### config.mk
export PLATFORM = sky130hd
export DESIGN_NAME = nibbleAlu
export DESIGN_NICKNAME = d
export VERILOG_FILES = /design/src/rtl/aluPkg.sv /design/src/rtl/aluCtrl.sv /design/src/rtl/aluArith.sv /design/src/rtl/aluLogicSlice.sv /design/src/rtl/aluDatapath.sv /design/src/rtl/nibbleAlu.sv
export SDC_FILE = /design/constraint.sdc
export NUM_CORES = 1
export LEC_CHECK = 0
export BUFFER_PORTS_ARGS = -buffer_cell sky130_fd_sc_hd__buf_2
export CAP_MARGIN = 10
export CELL_PAD_IN_SITES_DETAIL_PLACEMENT = 0
export CELL_PAD_IN_SITES_GLOBAL_PLACEMENT = 1
export CORE_ASPECT_RATIO = 0.75
export CORE_MARGIN = 3
export CORE_UTILIZATION = 44
export DETAILED_ROUTE_END_ITERATION = 10
export MAX_ROUTING_LAYER = met4
export PLACE_DENSITY = 0.86
export SETUP_SLACK_MARGIN = 0.15
export SYNTH_ARGS = -nofsm -noshare
export SYNTH_HDL_FRONTEND = slang
export SYNTH_SLANG_ARGS = --single-unit
### constraint.sdc
create_clock -name clk -period 8 [get_ports clk]
set_input_delay 0.8 -clock clk [delete_from_list [all_inputs] [get_ports clk]]
set_output_delay 0.8 -clock clk [all_outputs]
set_load 0.02 [all_outputs]
### src/rtl/aluPkg.sv
package aluPkg;

  typedef enum logic [2:0] {
    LOP_AND = 3'b000,
    LOP_OR  = 3'b001,
    LOP_XOR = 3'b010,
    LOP_NOT = 3'b011,
    LOP_SHL = 3'b100,
    LOP_SHR = 3'b101,
    LOP_ROL = 3'b110,
    LOP_ROR = 3'b111
  } logicOpE;

  // second adder operand, chosen by opcode bits 2..1
  typedef enum logic [1:0] {
    ADD_ZERO = 2'b00,
    ADD_B    = 2'b01,
    ADD_NB   = 2'b10,
    ADD_ONES = 2'b11
  } addSelE;

  typedef struct packed {
    logic    selLogic;
    addSelE  addSel;
    logic    carryIn;
    logicOpE logicOp;
    logic    rotate;
  } aluStrobeT;

endpackage

### src/rtl/aluCtrl.sv
module aluCtrl
  import aluPkg::*;
(
  input  logic       clk,
  input  logic       rst,
  input  logic [3:0] opCode,
  output aluStrobeT  strobes
);

  logic [3:0] opReg;

  always_ff @(posedge clk) begin
    if (rst) opReg <= '0;
    else     opReg <= opCode;
  end

  always_comb begin
    strobes.selLogic = opReg[3];
    strobes.addSel   = addSelE'(opReg[2:1]);
    strobes.carryIn  = opReg[0];
    strobes.logicOp  = logicOpE'(opReg[2:0]);
    strobes.rotate   = opReg[2] & opReg[1];
  end

endmodule

### src/rtl/aluArith.sv
module aluArith
  import aluPkg::*;
#(
  parameter int W = 4
) (
  input  logic [W-1:0] a,
  input  logic [W-1:0] b,
  input  addSelE       addSel,
  input  logic         carryIn,
  output logic [W-1:0] sum,
  output logic         carryOut,
  output logic         carryIntoMsb
);

  logic [W-1:0] addend;
  logic [W:0]   chain;

  always_comb begin
    unique case (addSel)
      ADD_ZERO: addend = '0;
      ADD_B:    addend = b;
      ADD_NB:   addend = ~b;
      default:  addend = '1;
    endcase
  end

  assign chain[0] = carryIn;

  for (genvar i = 0; i < W; i++) begin : g_ripple
    assign sum[i]     = a[i] ^ addend[i] ^ chain[i];
    assign chain[i+1] = (a[i] & addend[i]) | (chain[i] & (a[i] ^ addend[i]));
  end

  assign carryOut     = chain[W];
  assign carryIntoMsb = chain[W-1];

endmodule

### src/rtl/aluLogicSlice.sv
module aluLogicSlice
  import aluPkg::*;
(
  input  logic    a,
  input  logic    b,
  input  logic    aLo,
  input  logic    aHi,
  input  logicOpE op,
  output logic    y
);

  always_comb begin
    unique case (op)
      LOP_AND: y = a & b;
      LOP_OR:  y = a | b;
      LOP_XOR: y = a ^ b;
      LOP_NOT: y = ~a;
      LOP_SHL, LOP_ROL: y = aLo;
      default: y = aHi;
    endcase
  end

endmodule

### src/rtl/aluDatapath.sv
module aluDatapath
  import aluPkg::*;
#(
  parameter int W = 4
) (
  input  logic         clk,
  input  logic         rst,
  input  logic [W-1:0] opA,
  input  logic [W-1:0] opB,
  input  aluStrobeT    strobes,
  output logic [W-1:0] result,
  output logic         flagV,
  output logic         flagZ,
  output logic         flagN,
  output logic         flagC
);

  logic [W-1:0] aReg, bReg;
  logic [W-1:0] arithSum, logicOut, nextRes;
  logic         arithCout, arithCmsb;
  logic [W-1:0] loNbr, hiNbr;

  always_ff @(posedge clk) begin
    if (rst) begin
      aReg <= '0;
      bReg <= '0;
    end else begin
      aReg <= opA;
      bReg <= opB;
    end
  end

  aluArith #(.W(W)) arith_i (
    .a            (aReg),
    .b            (bReg),
    .addSel       (strobes.addSel),
    .carryIn      (strobes.carryIn),
    .sum          (arithSum),
    .carryOut     (arithCout),
    .carryIntoMsb (arithCmsb)
  );

  for (genvar i = 0; i < W; i++) begin : g_slice
    if (i == 0) begin : g_lsb
      assign loNbr[i] = strobes.rotate ? aReg[W-1] : 1'b0;
    end else begin : g_lo
      assign loNbr[i] = aReg[i-1];
    end
    if (i == W-1) begin : g_msb
      assign hiNbr[i] = strobes.rotate ? aReg[0] : 1'b0;
    end else begin : g_hi
      assign hiNbr[i] = aReg[i+1];
    end

    aluLogicSlice slice_i (
      .a   (aReg[i]),
      .b   (bReg[i]),
      .aLo (loNbr[i]),
      .aHi (hiNbr[i]),
      .op  (strobes.logicOp),
      .y   (logicOut[i])
    );
  end

  assign nextRes = strobes.selLogic ? logicOut : arithSum;

  always_ff @(posedge clk) begin
    if (rst) begin
      result <= '0;
      flagV  <= 1'b0;
      flagZ  <= 1'b0;
      flagN  <= 1'b0;
      flagC  <= 1'b0;
    end else begin
      result <= nextRes;
      flagV  <= ~strobes.selLogic & (arithCmsb ^ arithCout);
      flagZ  <= (nextRes == '0);
      flagN  <= nextRes[W-1];
      flagC  <= ~strobes.selLogic & arithCout;
    end
  end

endmodule

### src/rtl/nibbleAlu.sv
module nibbleAlu
  import aluPkg::*;
#(
  parameter int W = 4
) (
  input  logic         clk,
  input  logic         rst,
  input  logic [W-1:0] opA,
  input  logic [W-1:0] opB,
  input  logic [3:0]   opCode,
  output logic [W-1:0] result,
  output logic         flagV,
  output logic         flagZ,
  output logic         flagN,
  output logic         flagC
);

  aluStrobeT strobes;

  aluCtrl ctrl_i (
    .clk     (clk),
    .rst     (rst),
    .opCode  (opCode),
    .strobes (strobes)
  );

  aluDatapath #(.W(W)) dp_i (
    .clk     (clk),
    .rst     (rst),
    .opA     (opA),
    .opB     (opB),
    .strobes (strobes),
    .result  (result),
    .flagV   (flagV),
    .flagZ   (flagZ),
    .flagN   (flagN),
    .flagC   (flagC)
  );

endmodule

# ---- After elaboration in Yosys (flattened, before gate mapping)
# Cells that the tools add are included.
dict set report totals {
  regBits 20
  out_inout_bits 8
}
dict set report op_classes {
  eq_ne 7
  mux 8
  bitwise 42
  n_reduce_logical 4
}
# op count
set op_table {}
lappend op_table {{$pmux 1 s5} 4}
lappend op_table {{$and 1x1->1} 15}
lappend op_table {{$xor 1x1->1} 13}
lappend op_table {{$pmux 4 s3} 1}
lappend op_table {{$or 1x1->1} 8}
lappend op_table {{$eq 3x2->1 const B} 2}
lappend op_table {{$eq 3x3->1 const B} 2}
lappend op_table {{$not 1->1} 5}
lappend op_table {{$logic_not 4->1} 1}
lappend op_table {{$mux 4} 1}
lappend op_table {{$not 4->4} 1}
lappend op_table {{$eq 3x1->1 const B} 1}
lappend op_table {{$logic_not 3->1} 1}
lappend op_table {{$eq 2x1->1 const B} 1}
lappend op_table {{$eq 2x2->1 const B} 1}
lappend op_table {{$logic_not 2->1} 1}
lappend op_table {{$mux 1} 2}
lappend op_table {{$reduce_or 2->1} 1}

# ---- Depth between registers and ports, before layout
dict set report logic_depth {
  ltp_word 13
  depth_mapped 11
  ltp_nobuf 9
}

# ---- Hierarchy
# From an unflattened synthesis, not the netlist that was laid out.
dict set report unflattened {
  cells_unflattened 111
  hier_area_um2 1109.8
}
# module instances cells_per_inst area_per_inst_um2 seq_area_each_um2
set modules_own_cells {}
lappend modules_own_cells {aluDatapath 1 43 493.0 300.3}
lappend modules_own_cells {aluLogicSlice 4 10 82.6 0.0}
lappend modules_own_cells {aluArith 1 16 152.6 0.0}
lappend modules_own_cells {aluCtrl 1 12 133.9 80.1}

# ---- Worst setup path after synthesis
# OpenSTA, ideal clock, no wires.
dict set report synth_timing {
  path_type {register to register}
  from {register ctrl_i.opReg[1]}
  to {register dp_i.flagZ}
  setup_time_ps 87
  arrival_ps 2668
  t_required_ps 7913
  slack_ps 5245
  path_stages_with_launch 12
  n_path_buf 2
  period_less_slack_ps 2755
  path_cell_list {dfxtp_1 -> buf_6 -> buf_8 -> mux2_2 -> fa_1 -> fa_1 -> inv_1 -> fa_1 -> fa_1 -> nor2_1 -> a311o_1 -> nor4b_2}
}
dict set report synth_between {
  elab_chain_len 12
}
# item line
set synth_rtl {}
lappend synth_rtl {{from (decl)} aluCtrl.sv:10} ;# logic [3:0] opReg;
lappend synth_rtl {{from (signal assigned)} aluCtrl.sv:14} ;# else opReg <= opCode;
lappend synth_rtl {{$eq 2x2->1 (tied with other cells)} aluArith.sv:19} ;# unique case (addSel)
lappend synth_rtl {{$pmux 4 s3} aluArith.sv:19}
lappend synth_rtl {{$xor 1x1->1} {aluArith.sv:30, aluArith.sv:31}}
lappend synth_rtl {{$and 1x1->1} aluArith.sv:31} ;# assign chain[i+1] = (a[i] & addend[i]) | (chain[i] & (a[i] ^ addend[i]));
lappend synth_rtl {{$or 1x1->1} aluArith.sv:31}
lappend synth_rtl {{$and 1x1->1} aluArith.sv:31}
lappend synth_rtl {{$or 1x1->1} aluArith.sv:31}
lappend synth_rtl {{$and 1x1->1} aluArith.sv:31}
lappend synth_rtl {{$or 1x1->1} aluArith.sv:31}
lappend synth_rtl {{$xor 1x1->1} aluArith.sv:30} ;# assign sum[i] = a[i] ^ addend[i] ^ chain[i];
lappend synth_rtl {{$mux 4 (*)} aluDatapath.sv:65} ;# assign nextRes = strobes.selLogic ? logicOut : arithSum;
lappend synth_rtl {{$logic_not 4->1 (*)} aluDatapath.sv:77} ;# flagZ <= (nextRes == '0);
lappend synth_rtl {{to (signal assigned)} aluDatapath.sv:77}
lappend synth_rtl {{to (decl)} aluDatapath.sv:13} ;# output logic flagZ,
# Mark *: on every way between the ends. The rest lies on a longest branch, timed or not.
# A chain may end at the register's enable or synchronous reset.

# ---- Worst setup path in the final report
# Same ends and word-level chain as after synthesis.

==> results_dict.tcl <==
set metrics [dict create \
    status "completed" \
    finalNetCount 151 \
    finalSetupTns_ns 0 \
    place_congestion 0.856 \
    core_area_sq_um 2170 \
    cp_max_fo 14 \
    clk_pin_slew_ns 0.11 \
    met3_usage 0.0415 \
    cts_max_level 1 \
    syn_to_final_growth_pct 10.0 \
    syn_area_sq_um 1090 \
    totalWireLength_um 1960 \
    antenna_cells 0 \
    final_common_cell "buf_2" \
    syn_area_per_cell_sq_um 10.3 \
    total_leakage_power_nw 0.523 \
    cts.repair.resized 0 \
    relSlewSlack 0.650 \
    start_util 0.501 \
    rsz0062_at_grt "false" \
    grt_busiest_layer "met1" \
    crit_path_start_kind "register" \
    irDropWorstVdd_mv 0.123 \
    critPathKind "register to register" \
    cts_setup_buffers 0 \
    cts_buffer_depth 2 \
    finalHoldViolCount 0 \
    root_buffer "clkbuf_4" \
    period_share 0.380 \
    cp_data_arrival_time_ns 3.25 \
    avgViaCountPerCell 4.88 \
    num_vias 761 \
    yosys_warnings 0 \
    fin_crit_ns 3.04 \
    ys_ff_latch 19 \
    drc_errors 0 \
    io_buffers 21 \
    cts_hold_buffers 0 \
    setup_violations 0 \
    track_usage 0.139 \
    antenna_found_initial 0 \
    layout-drive-gt1-share 0.282 \
    synth.lib_cells_used.distinct 26 \
    post_drt_wl_per_cell_um 12.6 \
    cts_buffers 3 \
    ys_seq_area_frac 0.350 \
    drv_cap 0 \
    synth_fp_nets 132 \
    grt_pass1_wl_um 3250 \
    fp-row-count 14 \
    min_path_type "register to register" \
    nFillCells 205 \
    fmax_ghz 0.329 \
    die_w_um 63.4 \
    grtUsageMet1 0.201 \
    end_kind "register" \
    dpl.hpwl_um 1530 \
    dieHeight_um 49.1 \
    worstMarginPinSlew_ns 0.525 \
    slew_violations 0 \
    required_ns 8.21 \
    grt_max_degree 20 \
    first_pass_iters 4 \
    final_core_util 0.551 \
    dr.first_iter.drc_count 15 \
    clock_latency_ns 0.29 \
    ios 22 \
    power.density_nw_per_um2 164 \
    cts_tree "built" \
    fin_skew_ns 0.00527 \
    grt.overflow.total 0 \
    grt_util_met2 0.187 \
    grt_pass1_vias 705 \
    die_area_sq_um 3110 \
    final_cell_mix "buf_2, dfxtp_1, nor2b_1" \
    drtAntennaViolNets 0 \
    synthCells 106 \
    numClockSinks 19 \
]
[critical path, cell delays in order, from the launching register on]
cell and delay, ns:
dfxtp_1 0.67, mux2_2 0.28, fa_1 0.20, fa_1 0.17, inv_1 0.05, fa_1 0.44, fa_1 0.50, nor2_1 0.05
a311o_1 0.33, nor4b_2 0.25
[synth_stat cells]
library cell  count  area share
fa_1              4       0.074
inv_1            10       0.035
o21ai_0           1      0.0046
a21oi_1           1      0.0046
nor2b_1          18        0.10
a41oi_1           1      0.0081
mux2i_1           5       0.046
a31oi_1           2       0.012
buf_6             3       0.031
buf_8             1       0.014
ha_1              8       0.092
buf_4             1      0.0069
nand2_1           3       0.010
dfxtp_1          19        0.35
nor2_1            6       0.021
o211ai_2          1       0.012
mux2_2            7       0.073
nand3_2           1      0.0092
o211ai_1          1      0.0069
clkbuf_1          2      0.0069
a22oi_1           5       0.035
xnor2_1           1      0.0081
a311o_1           1      0.0092
nor4b_2           1       0.014
nor3_1            2      0.0092
nand3b_1          1      0.0069
[final timing paths]
path                                 startpoint    endpoint  slack [ns]  cells after the start
worst max-delay path            ctrl_i.opReg[1]  dp_i.flagZ        4.96                      9
worst min-delay path            ctrl_i.opReg[3]  dp_i.flagV        0.60                      1
worst max register to register  ctrl_i.opReg[1]  dp_i.flagZ        4.96                      9
worst min register to register  ctrl_i.opReg[3]  dp_i.flagV        0.60                      1
[metal layers]
layer	share of wire	up-vias
li1	-	392
met1	0.52	342
met2	0.41	25
met3	0.060	2
met4	0.0061	0
met5	0	-
[cell type report]
type / instances / area (sq um) / share of cell area
Inverter: 10 / 37.5 / 0.0314
Tap cell: 32 / 40.0 / 0.0335
Clock inverter: 1 / 5.00 / 0.00418
Timing Repair Buffer: 21 / 105 / 0.0879
Clock buffer: 3 / 22.5 / 0.0188
Multi-Input combinational cell: 70 / 606 / 0.506
Sequential cell: 19 / 380 / 0.318
[cell families after synthesis]
kind of cell	count (synthesis)	synth area share
flip-flops	19	0.350
AO/OA/AOI/OAI	13	0.0909
adder cells (fa/ha/maj)	12	0.166
AND/OR/NAND/NOR	32	0.174
XOR/XNOR	1	0.00806
multiplexers	12	0.119
buffers and inverters	17	0.0932
[report_power, final]
part / internal [mW] / switching [mW]
combinational: 0.0196 / 0.0210
clock: 0.0186 / 0.0291
sequential: 0.101 / 0.00741
[sequential cells by signal, indices dropped and copies added (netlist names)]
register and flops:
dp_i.flagN 1, dp_i.bReg 4, dp_i.flagV 1, ctrl_i.opReg 4
dp_i.aReg 4, dp_i.flagZ 1, dp_i.result 3, dp_i.flagC 1
[metrics by stage]
step	cell area (sq um)	setup slack, ns	instances	hold WS [ns]	power [mW]
floorplan	1090	5.24	106	0.626	0.141
global placement	1170	5.09	152	0.587	0.150
detailed placement	1170	4.97	152	0.587	0.151
CTS	1200	4.95	156	0.604	0.198
global route	1200	4.78	156	0.637	0.208
finish	1200	4.96	156	0.596	0.197
Power figures use the tool's default switching activity.
